## src/rtl/clkdown_pkg.sv

```systemverilog
package clkdown_pkg;
  typedef enum logic [1:0] {
    ST_RUN   = 2'd0,
    ST_DRAIN = 2'd1,
    ST_READY = 2'd2
  } cd_state_e;

  localparam int unsigned PWR_BIT = 0;
  localparam int unsigned RDY_BIT = 1;
endpackage

```

## src/rtl/clkdown_reg.sv

```systemverilog
module clkdown_reg
  import clkdown_pkg::*;
#(
  parameter int unsigned REG_W = 8
) (
  input  logic             clk_i,
  input  logic             rst_ni,
  input  logic             wr_en_i,
  input  logic [REG_W-1:0] wr_data_i,
  input  logic             rdy_i,
  output logic             pwr_on_o,
  output logic             wake_o,
  output logic             sleep_o,
  output logic [REG_W-1:0] rd_data_o
);
  logic pwr_q;
  logic unused_wr;

  // only the power-on bit is writable
  assign unused_wr = ^wr_data_i;
  assign wake_o    = wr_en_i &  wr_data_i[PWR_BIT];
  assign sleep_o   = wr_en_i & ~wr_data_i[PWR_BIT];

  always_ff @(posedge clk_i or negedge rst_ni) begin
    if (!rst_ni)      pwr_q <= 1'b0;
    else if (wr_en_i) pwr_q <= wr_data_i[PWR_BIT];
  end

  assign pwr_on_o = pwr_q;

  always_comb begin
    rd_data_o          = '0;
    rd_data_o[PWR_BIT] = pwr_q;
    rd_data_o[RDY_BIT] = rdy_i;
  end

  AST_WR_TAKES_BIT0: assert property (@(posedge clk_i) disable iff (!rst_ni)
    wr_en_i |=> (pwr_on_o == $past(wr_data_i[PWR_BIT])));
endmodule

```

## src/rtl/clkdown_pend.sv

```systemverilog
module clkdown_pend (
  input  logic clk_i,
  input  logic rst_ni,
  input  logic issue_i,
  input  logic ack_i,
  output logic pend_q_o,
  output logic pend_d_o
);
  logic pend_q;

  // a fresh issue outlives a same-cycle ack
  assign pend_d_o = issue_i | (pend_q & ~ack_i);

  always_ff @(posedge clk_i or negedge rst_ni) begin
    if (!rst_ni) pend_q <= 1'b0;
    else         pend_q <= pend_d_o;
  end

  assign pend_q_o = pend_q;

  AST_ISSUE_SETS: assert property (@(posedge clk_i) disable iff (!rst_ni)
    issue_i |=> pend_q_o);
endmodule

```

## src/rtl/clkdown_fsm.sv

```systemverilog
module clkdown_fsm
  import clkdown_pkg::*;
(
  input  logic clk_i,
  input  logic rst_ni,
  input  logic wake_i,
  input  logic sleep_i,
  input  logic sf_bound_i,
  input  logic pend_d_i,
  output logic rdy_o,
  output logic halt_o
);
  cd_state_e st_q, st_d;
  logic      bnd_q, bnd_d;
  logic      bnd_any;

  assign bnd_any = bnd_q | sf_bound_i;

  always_comb begin
    st_d  = st_q;
    bnd_d = bnd_q;
    unique case (st_q)
      ST_RUN: begin
        if (sleep_i) begin
          st_d  = ST_DRAIN;
          bnd_d = 1'b0;
        end
      end
      ST_DRAIN: begin
        if (wake_i)                    st_d = ST_RUN;
        else if (bnd_any && !pend_d_i) st_d = ST_READY;
        else                           bnd_d = bnd_any;
      end
      ST_READY: begin
        if (wake_i) st_d = ST_RUN;
      end
      default: st_d = ST_READY;
    endcase
  end

  always_ff @(posedge clk_i or negedge rst_ni) begin
    if (!rst_ni) begin
      st_q  <= ST_READY;
      bnd_q <= 1'b0;
    end else begin
      st_q  <= st_d;
      bnd_q <= bnd_d;
    end
  end

  assign rdy_o  = (st_q == ST_READY);
  assign halt_o = rdy_o | ((st_q == ST_DRAIN) & bnd_q);

  AST_RDY_NEEDS_BOUND: assert property (@(posedge clk_i) disable iff (!rst_ni)
    $rose(rdy_o) |-> ($past(sf_bound_i) || $past(bnd_q)));
  AST_DRAIN_WAKE_RUN: assert property (@(posedge clk_i) disable iff (!rst_ni)
    (st_q == ST_DRAIN && wake_i) |=> (st_q == ST_RUN && !rdy_o));
endmodule

```

## src/rtl/clkdown_hs.sv

```systemverilog
module clkdown_hs
  import clkdown_pkg::*;
#(
  parameter int unsigned REG_W = 8
) (
  input  logic             clk_i,
  input  logic             rst_ni,
  input  logic             wr_en_i,
  input  logic [REG_W-1:0] wr_data_i,
  output logic [REG_W-1:0] rd_data_o,
  input  logic             sf_bound_i,
  input  logic             req_issue_i,
  input  logic             sink_ack_i,
  output logic             rdy_o,
  output logic             halt_o,
  output logic             txn_en_o
);
  logic pwr_on, wake, sleep, pend_q, pend_d;

  clkdown_reg #(.REG_W(REG_W)) u_reg (
    .clk_i, .rst_ni, .wr_en_i, .wr_data_i,
    .rdy_i     (rdy_o),
    .pwr_on_o  (pwr_on),
    .wake_o    (wake),
    .sleep_o   (sleep),
    .rd_data_o
  );

  clkdown_pend u_pend (
    .clk_i, .rst_ni,
    .issue_i  (req_issue_i),
    .ack_i    (sink_ack_i),
    .pend_q_o (pend_q),
    .pend_d_o (pend_d)
  );

  clkdown_fsm u_fsm (
    .clk_i, .rst_ni,
    .wake_i     (wake),
    .sleep_i    (sleep),
    .sf_bound_i,
    .pend_d_i   (pend_d),
    .rdy_o,
    .halt_o
  );

  assign txn_en_o = pwr_on;

  AST_RDY_NO_PEND: assert property (@(posedge clk_i) disable iff (!rst_ni)
    $rose(rdy_o) |-> !pend_q);
  AST_WAKE_CLR_RDY: assert property (@(posedge clk_i) disable iff (!rst_ni)
    (wr_en_i && wr_data_i[PWR_BIT]) |=> (!rdy_o && txn_en_o && !halt_o));
  AST_RDY_WHEN_OFF: assert property (@(posedge clk_i) disable iff (!rst_ni)
    rdy_o |-> !txn_en_o);
  AST_HALT_HOLD: assert property (@(posedge clk_i) disable iff (!rst_ni)
    (halt_o && !(wr_en_i && wr_data_i[PWR_BIT])) |=> halt_o);
endmodule

```

## config.mk

```make
export PLATFORM = sky130hd
export DESIGN_NAME = clkdown_hs
export DESIGN_NICKNAME = d
export VERILOG_FILES = /design/src/rtl/clkdown_pkg.sv /design/src/rtl/clkdown_reg.sv /design/src/rtl/clkdown_pend.sv /design/src/rtl/clkdown_fsm.sv /design/src/rtl/clkdown_hs.sv
export SDC_FILE = /design/constraint.sdc
export NUM_CORES = 1
export LEC_CHECK = 0
export ABC_AREA = 1
export BUFFER_PORTS_ARGS = -buffer_cell sky130_fd_sc_hd__buf_4
export CAP_MARGIN = 20
export CORE_AREA = 2 2 39 41
export DETAILED_ROUTE_END_ITERATION = 10
export DIE_AREA = 0 0 41 43
export PLACE_DENSITY_LB_ADDON = 0.3
export SLEW_MARGIN = 20
export SYNTH_ARGS = -nofsm -noshare
export SYNTH_HDL_FRONTEND = slang
export SYNTH_SLANG_ARGS = --single-unit
```

## constraint.sdc

```tcl
create_clock -name clk_i -period 2.8 [get_ports clk_i]
set_clock_uncertainty 0.05 [all_clocks]
set_input_delay 0.28 -clock clk_i [delete_from_list [all_inputs] [get_ports clk_i]]
set_output_delay 0.28 -clock clk_i [all_outputs]
set_load 0.05 [all_outputs]
```

After elaboration in Yosys (flattened, before gate mapping)
Index checks and enable logic that the tools add are counted.
Storage, ports and cells
  logic and storage cells: 35
  bits in registers: 5
  bits of input ports: 14
  output and inout port bits: 11
Operators by class
  muxes and demuxes: 9
  bitwise operators: 9
  reduce and logical (&&, ||, !) cells: 6
  eq/ne operators: 7
Operators by type and width (count)
  $mux 2: 4
  $ne 2x2->1 const B: 3
  $pmux 2 s3: 1
  $and 1x1->1: 4
  $reduce_and 4->1: 1
  $mux 1: 3
  $ne 3x1->1 const B: 1
  $or 1x1->1: 3
  $reduce_and 3->1: 1
  $eq 2x1->1 const B: 1
  $eq 2x2->1 const B: 1
  $logic_not 2->1: 1
  $ne 2x1->1 const B: 1
  $not 1->1: 2
  $pmux 1 s2: 1
  $reduce_bool 2->1: 1
  $logic_and 1x1->1: 1
  $logic_not 1->1: 1

Longest topological paths before layout
Gate-level depths: netlist (run 1).
  depth in word-level cells: 8
  depth in mapped cells: 7
  gate-level depth less buffers: 7

Cells and area by module
A second synthesis (run 1) with hierarchy kept.
Unflattened totals
  cells, all modules: 54
  area, all modules: 366.6 um2
By module, submodules not included
  clkdown_fsm: cells each 33, area an instance 215.2 um2, instances 1, seq. area each 76.3 um2
  clkdown_reg: cells each 16, area an instance 111.4 um2, instances 1, seq. area each 25.0 um2
  clkdown_pend: cells each 5, area an instance 40.0 um2, instances 1, seq. area each 25.0 um2

Worst setup path before layout (run 1)
OpenSTA, ideal clock, no wires.
  path kind: register to output
  from: register u_fsm.st_q[1]
  to: output port halt_o
  arrival: 1.809 ns
  buffers on the path: 0
  data required time: 2.470 ns
  stages on the path, launching flop included: 4
  slack: 0.661 ns
  path through: dfstp_2 > inv_2 > nor2_1 > o21bai_1
Between the ends
  elaborated cells between the ends (all ways): 4
  those cells by class: eq/ne (2); bitwise (2)
RTL lines
  start, declared: line clkdown_fsm.sv:13  | cd_state_e st_q, st_d;
  start signal, assigned: line clkdown_fsm.sv:46  | st_q <= st_d;
  $eq 2x2->1: line clkdown_fsm.sv:51  | assign rdy_o = (st_q == ST_READY);
  named net rdy_o: line clkdown_hs.sv:14  | output logic rdy_o,
  $or 1x1->1: line clkdown_fsm.sv:52  | assign halt_o = rdy_o | ((st_q == ST_DRAIN) & bnd_q);
  end, declared: line clkdown_hs.sv:15  | output logic halt_o,
The timed path passes the listed nets, and every way through them passes these cells.

Worst setup path after layout (run 1)
  from: register u_fsm.st_q[1]
  to: output port halt_o
Between the ends
  longest elaborated chain between the ends: 3
  elaborated cells between the ends (all ways): 4
  those cells by class: eq/ne (2); bitwise (2)
Ends and longest elaborated chain (line)
  $eq 2x1->1: clkdown_fsm.sv:52
  $and 1x1->1: clkdown_fsm.sv:52
  $or 1x1->1 *: clkdown_fsm.sv:52
Every way passes the cells marked *; elsewhere a longest branch is shown, timed or not.

==> flow_summary.toml, run 1 <==
[worst_setup_path]
critPathMaxFanout = 3
rr_endpoint = "u_fsm.st_q[1]"
crit_buf_inv = 2
crit_family = "flip-flops"
critical_path_required_ns = 2.47
reg2reg_from = "u_fsm.st_q[1]"
r2r_cells = 6
cp_slowest_cell = "dfstp_2"
path_cells = "inv_2, nor2_1, o21bai_1, buf_4"
r2r_slack_ns = 1.76
arrival_ns = 1.32
cpPeakStageDelay_ns = 0.54
crit_type = "flip-flop to output pin"
crit_path_start_kind = "flip-flop"
endpoint_kind = "output pin"

[power_and_ir_drop]
vdd_drop_max_uv = 307.4
p_switching_uw = 204.9
power.internal_uw = 222.3
pwr-share-clk_pct = 18.5
p_seq_share_pct = 26.6
p_per_area_mw_per_mm2 = 983.9
power_uw = 427.2
switching_share_pct = 47.96
p_leak_nw = 0.2501
p_comb_share_pct = 55.0

[clock_network]
clock-sinks = 5
cts_root_buf = "clkbuf_4"
cts_tree = "done"
clk-insertion-delay-late_ns = 0.23
cts-htree-levels = 1
clk_pin_slew_ns = 0.04
cts_buffers = 3
cts_buffer_depth = 2

[floorplanning]
io_pins = 25
rows = 14
fp.dieH_um = 43
die_w_um = 41
dieArea_sq_mm = 0.001763
fp.coreArea_sq_mm = 0.001384
start_util_pct = 24.32

[timing]
finalHoldWorstSlack_ns = 0.1996
fin_crit_sh_pct = 59.03
hold_viol_final = 0
fmax_mhz = 605.0
setup_viol = 0
setup-tns-final_ns = 0
rsz0062_at_grt = "false"
fin_crit_ns = 1.653
slew_violations = 0

[hold_path]
min_to = "u_pend.pend_q_o"
hold_path.class = "input pin to flip-flop"
whs_path_depth = 3
min_from = "req_issue_i"

[global_routing]
grt_use_total_pct = 7.685
antenna_found_initial = 0
grt_pass1_vias = 236
grt_overflow = 0
grt_pass1_wl_um = 841
grt_start_max_net_pins = 6

[final_layout]
fillers = 163
layout.nets = 74
drive_above_1_share_pct = 32.20
final_cell_mix = "11 x nand2_1, 11 x buf_4, 8 x inv_1"
diodes = 0
synthToLayoutAreaGrowth_pct = 29.00

[yosys]
synth_area_per_cell_sq_um = 7.317
ys_warn_count = 0
ys_ff_latch = 5
ys_seq_area_share_pct = 37.55
netlist_instances = 46
synth_area_sq_um = 336.6
synthDistinctLibCells = 15

[drt]
viasPerCell = 3.733
postRouteAntennaNets = 0
num_vias = 280
drc = 0
wl_um = 530
drtIter0Drc = 1
firstDrtPassIters = 3
wl_per_cell_um = 7.067

[place]
port-buffer-count = 11
finalWeightedCongestion = 0.6594
dp_hpwl_um = 443.1

[flow_run]
max_cap_violations = 0

[outcome]
status = "finished clean"
[per-stage QoR]
| step | setup slack, ns | area, sq um | util [%] | instances |
|---|---|---|---|---|
| after CTS | 1.111 | 434.2 | 31.37 | 75 |
| after global routing | 1.049 | 434.2 | 31.37 | 75 |
| after floorplan | 0.6609 | 355.3 | - | 51 |
| after detailed placement | 1.373 | 397.9 | 28.75 | 70 |
| after global placement | 1.388 | 397.9 | 28.75 | 70 |
| final | 1.147 | 434.2 | 31.37 | 75 |
[cell type report]
class | count | area (sq um) | share of cell area (%)
sequential | 5 | 126.4 | 29.11
tap | 16 | 20.02 | 4.611
timing repair buffer | 12 | 92.59 | 21.33
clock buffer | 4 | 26.28 | 6.052
inverter | 9 | 33.78 | 7.781
multi-input combinational | 29 | 135.1 | 31.12
[kinds of logic after synthesis]
kind of cell / after synthesis / share of synthesized area, %
and+or+nand+nor: 19 / 24.17
buffers and inverters: 17 / 27.88
DFF: 5 / 37.55
other: 1 / 1.114
AOI/OAI and AO/OA: 4 / 9.294
[routing by layer]
layer  vias to the layer above  GRT usage (%)  share of wire (%)  routed length (um)
met5                         -              0                  0                   0
met4                         0          10.00                1.7                   9
met3                         2          1.571                4.7                  25
met2                         7          10.31                 57                 303
met1                       122          8.224                 36                 191
li1                        149              -                  -                   -
[registers in the layout (all words and copies together), names as in the netlist]
name,cells
u_pend.pend_q_o,1
u_fsm.st_q,2
u_fsm.bnd_q,1
u_reg.pwr_on_o,1
[repair_timing]
item,4_1_cts,5_1_grt
hold buffers,1,0
gates resized for setup,0,0
buffers inserted,0,0
endpoints found under the hold margin,5,0
[synthesized netlist by cell type, drive strengths merged]
cell | n | area [sq um]
nand2 | 12 | 47.55
inv | 9 | 33.78
buf | 8 | 60.06
dfrtp | 4 | 100.1
nand3 | 4 | 20.02
nor2 | 3 | 13.77
a21boi | 1 | 11.26
a21oi | 1 | 5.000
conb | 1 | 3.750
dfstp | 1 | 26.28
o21a | 1 | 7.510
o21bai | 1 | 7.510
[worst reg2reg max path, stage by stage, from the launching register on]
cell,delay [ns]
dfstp_2,0.54
inv_2,0.04
nand2_1,0.08
nor2_2,0.05
nand2_2,0.08
nand3_1,0.07
nand2_1,0.06
[power by group through the flow]
stage | registers [mW] | logic [mW] | clock network [mW]
global placement | 0.114 | 0.235 | 0
floorplan | 0.116 | 0.193 | 0
global route | 0.117 | 0.258 | 0.0858
detailed placement | 0.114 | 0.236 | 0
finish | 0.113 | 0.235 | 0.0788
CTS | 0.113 | 0.238 | 0.0841
[worst max path at each step]
| stage | from | end | slack (ns) | cells after the start |
|---|---|---|---|---|
| floorplan | u_fsm.st_q[1] | halt_o | 0.66 | 3 |
| global placement | u_fsm.st_q[1] | halt_o | 1.39 | 4 |
| detailed placement | u_fsm.st_q[1] | halt_o | 1.37 | 4 |
| CTS | u_fsm.st_q[1] | halt_o | 1.11 | 4 |
| global route | u_fsm.st_q[1] | halt_o | 1.05 | 4 |
| finish | u_fsm.st_q[1] | halt_o | 1.15 | 4 |
Note: power is estimated with default switching activity, not from simulation.
==> inputs of run 2 (changes only) <==
clock period = 1.4 ns   (was 2.8 ns; I/O delays follow)
==> run 2 against run 1 <==
Combinational power rose by 140%. Sequential share of layout area shrank 2.1 points. Routed wire length grew 4.2%. Final cell count is 1.3% higher. Clock power rose by 110%. Flip-flop and latch count is the same. Die area unchanged. Worst setup slack worse by 1.1 ns. Clock-buffer cell count unchanged. Largest cell class unchanged. Largest power group unchanged. Highest routed layer is now met3.
==> flow_summary.toml, run 2 (same netlist as run 1, synthesis figures left out) <==
[timing]
worst_slack_ns = 0.01201
fmax_mhz = 720.5
fin_crit_sh_pct = 99.14
setup-tns-final_ns = 0
hold_viol_final = 0
setup_viol = 0
rsz0062_at_grt = "true"
finalHoldWorstSlack_ns = 0.05971
slew_violations = 0
fin_crit_ns = 1.388

[clock_network]
clk-insertion-delay-late_ns = 0.24
cts_tree = "done"
clock-sinks = 5
clk_pin_slew_ns = 0.04
cts_buffers = 3
cts-htree-levels = 1
cts_root_buf = "clkbuf_4"
cts_buffer_depth = 2

[drt]
postRouteAntennaNets = 0
num_vias = 289
drc = 0
wl_per_cell_um = 7.263
viasPerCell = 3.803
wl_um = 552
drtIter0Drc = 5
firstDrtPassIters = 5

[flow_run]
max_cap_violations = 0

[place]
dp_slack_ns = 0.2235
finalWeightedCongestion = 0.6846
dp_hpwl_um = 463.1
port-buffer-count = 11
dpl_cell_area_sq_um = 409.1

[final_layout]
diodes = 0
final_cell_mix = "11 x nand2_1, 11 x buf_4, 8 x inv_1"
drive_above_1_share_pct = 36.67
seqCellArea_sq_um = 126.4
synthToLayoutAreaGrowth_pct = 39.03
fin_area_sq_um = 467.9
fillers = 153
largest_reg_flops = 2
multi_input_area_sq_um = 153.9
layout.nets = 75
top_register = "u_fsm.st_q"

[global_routing]
grt_start_max_net_pins = 6
grt_overflow = 0
grt_use_total_pct = 7.164
grt_pass1_vias = 254
grt_pass1_wl_um = 855
antenna_found_initial = 0

[outcome]
status = "finished clean"

[power_and_ir_drop]
p_per_area_mw_per_mm2 = 2050
p_leak_nw = 0.2615
vdd_drop_max_uv = 614.8

[floorplanning]
fp.coreArea_sq_mm = 0.001384
die_w_um = 41
fp.dieH_um = 43
dieArea_sq_mm = 0.001763
rows = 14
start_util_pct = 24.32
io_pins = 25

[worst_setup_path]
crit_buf_inv = 2
crit_family = "flip-flops"
endpoint_kind = "output pin"
path_cells = "inv_2, nor2_4, o21bai_4, buf_8"
arrival_ns = 1.20
crit_path_start_kind = "flip-flop"
critical_path_required_ns = 1.21
crit_type = "flip-flop to output pin"
cp_slowest_cell = "dfstp_2"
cpPeakStageDelay_ns = 0.54
critPathMaxFanout = 3

[hold_path]
hold_path.class = "input pin to flip-flop"
==> run 2: changes by cell type in the layout (fill, tap and decap cells not counted), sizes merged <==
cell / previous run / this run
buf: 11 / 12
==> run 2: worst reg2reg max path: stages (launching register included) <==
cell     delay (ns)
dfstp_2        0.54
inv_2          0.05
nand2_1        0.13
nor2_2         0.06
nand2_2        0.09
nand3_1        0.07
nand2_1        0.07
==> run 2: layout make-up <==
| cell class | count | share of cell area [%] |
|---|---|---|
| well taps | 16 | 4.278 |
| flip-flops and latches | 5 | 27.01 |
| inverters | 9 | 7.219 |
| multi-input cells | 29 | 32.89 |
| repair buffers | 13 | 22.99 |
| clock buffers | 4 | 5.615 |
==> run 2: timing repair <==
item,in CTS,in global routing
hold buffers,1,0
pin swaps,0,0
endpoints found under the hold margin,5,0
buffers inserted,1,0
setup endpoints to repair,1,1
gates resized for setup,1,2
==> run 2: through the flow <==
stage               cells  power (mW)  utilization (%)
global route           76       1.025            33.82
finish                 76      0.9591            33.82
global placement       70      0.7248            29.57
detailed placement     70      0.7286            29.57
CTS                    76      0.9334            33.00
floorplan              51      0.6460                -
==> run 2: path summary, 6_finish.rpt <==
kind	startpoint	to	slack [ns]	depth (start not counted)
setup / recovery	u_fsm.st_q[1]	halt_o	0.01	4
hold / removal	req_issue_i	u_pend.pend_q_o	0.06	3
setup reg to reg	u_fsm.st_q[1]	u_fsm.st_q[1]	0.28	6
hold reg to reg	u_pend.pend_q_o	u_pend.pend_q_o	0.42	2
max in group asynchronous	rst_ni	u_fsm.st_q[1]	0.92	2
min in group asynchronous	rst_ni	u_reg.pwr_on_o	0.19	2
==> run 2: power breakdown <==
part / internal (mW) / leakage (nW) / switching (mW)
clock: 0.107 / 0.0150 / 0.0550
combinational: 0.203 / 0.188 / 0.364
sequential: 0.195 / 0.0586 / 0.0337
total: 0.506 / 0.262 / 0.453
==> run 2: metal layers <==
metal | share of wire, % | GRT usage (%)
met2 | 55 | 11.56
met3 | 5.3 | 1.571
met1 | 39 | 7.190
met4 | 0 | 6.000
met5 | 0 | 0
==> inputs of run 3 (changes only) <==
ABC_AREA = unset   (was 1)
==> run 3 against run 2 <==
Register-to-register slack worse by 0.21 ns. Final area is 10% lower. Die area stayed put. Total power is 6.0% lower. Highest routed layer unchanged. Flip-flop and latch count stayed put. Maximum frequency is 0.83% lower.
==> flow_summary.toml, run 3 <==
[outcome]
status = "finished clean"

[final_layout]
fin_util_pct = 30.29
drive_above_1_share_pct = 41.30
top_register = "u_fsm.st_q"
diodes = 0
fillers = 156
synthToLayoutAreaGrowth_pct = 39.58
final_common_cell = "buf_4"
multi_input_area_sq_um = 123.9
seqCellArea_sq_um = 126.4
final_cell_mix = "12 x buf_4, 6 x conb_1, 4 x dfrtp_1"
largest_reg_flops = 2
layout.nets = 61

[drt]
num_vias = 245
drc = 0
drtIter0Drc = 0
postRouteAntennaNets = 0
firstDrtPassIters = 1
viasPerCell = 3.952
wl_per_cell_um = 8.226
wl_um = 510

[floorplanning]
dieArea_sq_mm = 0.001763
io_pins = 25
fp.dieH_um = 43
rows = 14
die_w_um = 41
start_util_pct = 21.70
fp.coreArea_sq_mm = 0.001384

[global_routing]
grt_use_total_pct = 6.559
grt_pass1_vias = 210
grt_overflow = 0
grt_pass1_wl_um = 731
grt_start_max_net_pins = 7
antenna_found_initial = 0

[hold_path]
whs_path_depth = 2
hold_path.class = "input pin to flip-flop"

[clock_network]
cts-htree-levels = 1
cts_root_buf = "clkbuf_4"
clk-insertion-delay-late_ns = 0.24
cts_buffer_depth = 2
clk_pin_slew_ns = 0.04
cts_buffers = 3
cts_tree = "done"
clock-sinks = 5

[yosys]
synth_top_cell_by_area = "dfrtp_1"
yosys-top-cells-area = "dfrtp_1 33%, buf_4 20%, dfstp_2 8.8%"
ys_ff_latch = 5
synth.most_common_cell = "buf_4"
ys_async_sr_fraction_pct = 100.0
ys_warn_count = 0
synthDistinctLibCells = 17
synth_edf_count = 0
synthFlopType = "dfrtp_1"
ys_seq_area_share_pct = 42.08
synth_area_per_cell_sq_um = 9.687
yosysTopAreaCellShare_pct = 33.33
netlist_instances = 31
synth_area_sq_um = 300.3
synth_commonest_cells = "8 x buf_4, 4 x dfrtp_1"

[worst_setup_path]
cp_slowest_cell = "dfstp_2"
crit_type = "flip-flop to output pin"
arrival_ns = 1.21
r2r_cells = 3
path_cells = "nor2b_1, a21o_2, buf_6"
cpPeakStageDelay_ns = 0.55
crit_path_start_kind = "flip-flop"
critical_path_required_ns = 1.21
critPathMaxFanout = 5
endpoint_kind = "output pin"

[power_and_ir_drop]
p_leak_nw = 0.2169
vdd_drop_max_uv = 644.4
p_per_area_mw_per_mm2 = 2152

[timing]
slew_violations = 0
rsz0062_at_grt = "true"
fmax_mhz = 714.5
fin_crit_sh_pct = 99.97
fin_crit_ns = 1.400
setup-tns-final_ns = 0
setup_viol = 0
worst_slack_ns = 0.0004371
hold_viol_final = 0

[place]
dp_hpwl_um = 421.2
finalWeightedCongestion = 0.5650
port-buffer-count = 11
dp_slack_ns = 0.1696

[flow_run]
max_cap_violations = 0
==> run 3: cell count changes in the layout (fill, tap and decap cells not counted), moves of 2 or more <==
cell / previous run / this run
a211oi_1: 0 / 2
nand2_1: 11 / 1
nand3_1: 4 / 0
o21ai_0: 0 / 2
inv_1: 8 / 2
==> run 3: logic make-up after synthesis <==
kind of cell	after synthesis	synth area share, %
buf+inv	11	23.75
other cells	1	1.249
compound gates	10	25.83
simple gates	4	7.083
flops	5	42.09
==> run 3: power breakdown <==
group	switching [mW]	internal, mW
clock	0.0539	0.107
combinational	0.302	0.195
sequential	0.0426	0.201
==> run 3: final timing paths <==
kind,to,startpoint,slack (ns)
max,halt_o,u_fsm.st_q[1],0.0004
min reg2reg,u_pend.pend_q_o,u_pend.pend_q_o,0.45
min,u_pend.pend_q_o,req_issue_i,0.07
max in group asynchronous,u_fsm.st_q[1],rst_ni,0.92
max reg2reg,u_fsm.bnd_q,u_fsm.st_q[0],0.07
min in group asynchronous,u_fsm.bnd_q,rst_ni,0.19
==> run 3: per-stage QoR <==
stage / hold WS [ns] / cells / area [sq um] / total power [mW]
finish: 0.06908 / 62 / 419.2 / 0.9018
global route: 0.08168 / 62 / 419.2 / 0.9554
CTS: 0.06573 / 61 / 411.6 / 0.8978
detailed placement: -0.1066 / 55 / 364.1 / 0.6932
global placement: -0.1083 / 55 / 364.1 / 0.6910
floorplan: -0.2056 / 36 / 321.6 / 0.6085
==> run 3: layer usage <==
| metal | GRT usage, % | wire (um) | vias up |
|---|---|---|---|
| li1 | - | - | 124 |
| met2 | 9.375 | 272 | 7 |
| met4 | 6.000 | 0 | 0 |
| met5 | 0 | 0 | - |
| met3 | 3.141 | 34 | 0 |
| met1 | 6.536 | 202 | 114 |
==> run 3: cell type report <==
type / instances / area share [%]
clock buffer: 4 / 6.269
inverter: 3 / 2.687
multi-input combinational: 20 / 29.55
sequential: 5 / 30.15
tap: 16 / 4.776
timing repair buffer: 14 / 26.57
==> run 3: critical path: cells and delay by family (launching register included) <==
family	cells	cell delay, ns
AND/OR/NAND/NOR	1	0.06
AO/OA/AOI/OAI	1	0.21
buffers and inverters	1	0.15
flip-flops	1	0.55
==> run 3: what timing repair did <==
action                                  4_1_cts  5_1_grt
gates resized for setup                       1        0
hold buffers                                  1        0
endpoints found under the setup margin        1        1
buffers inserted                              1        1
hold endpoints to repair                      5        0
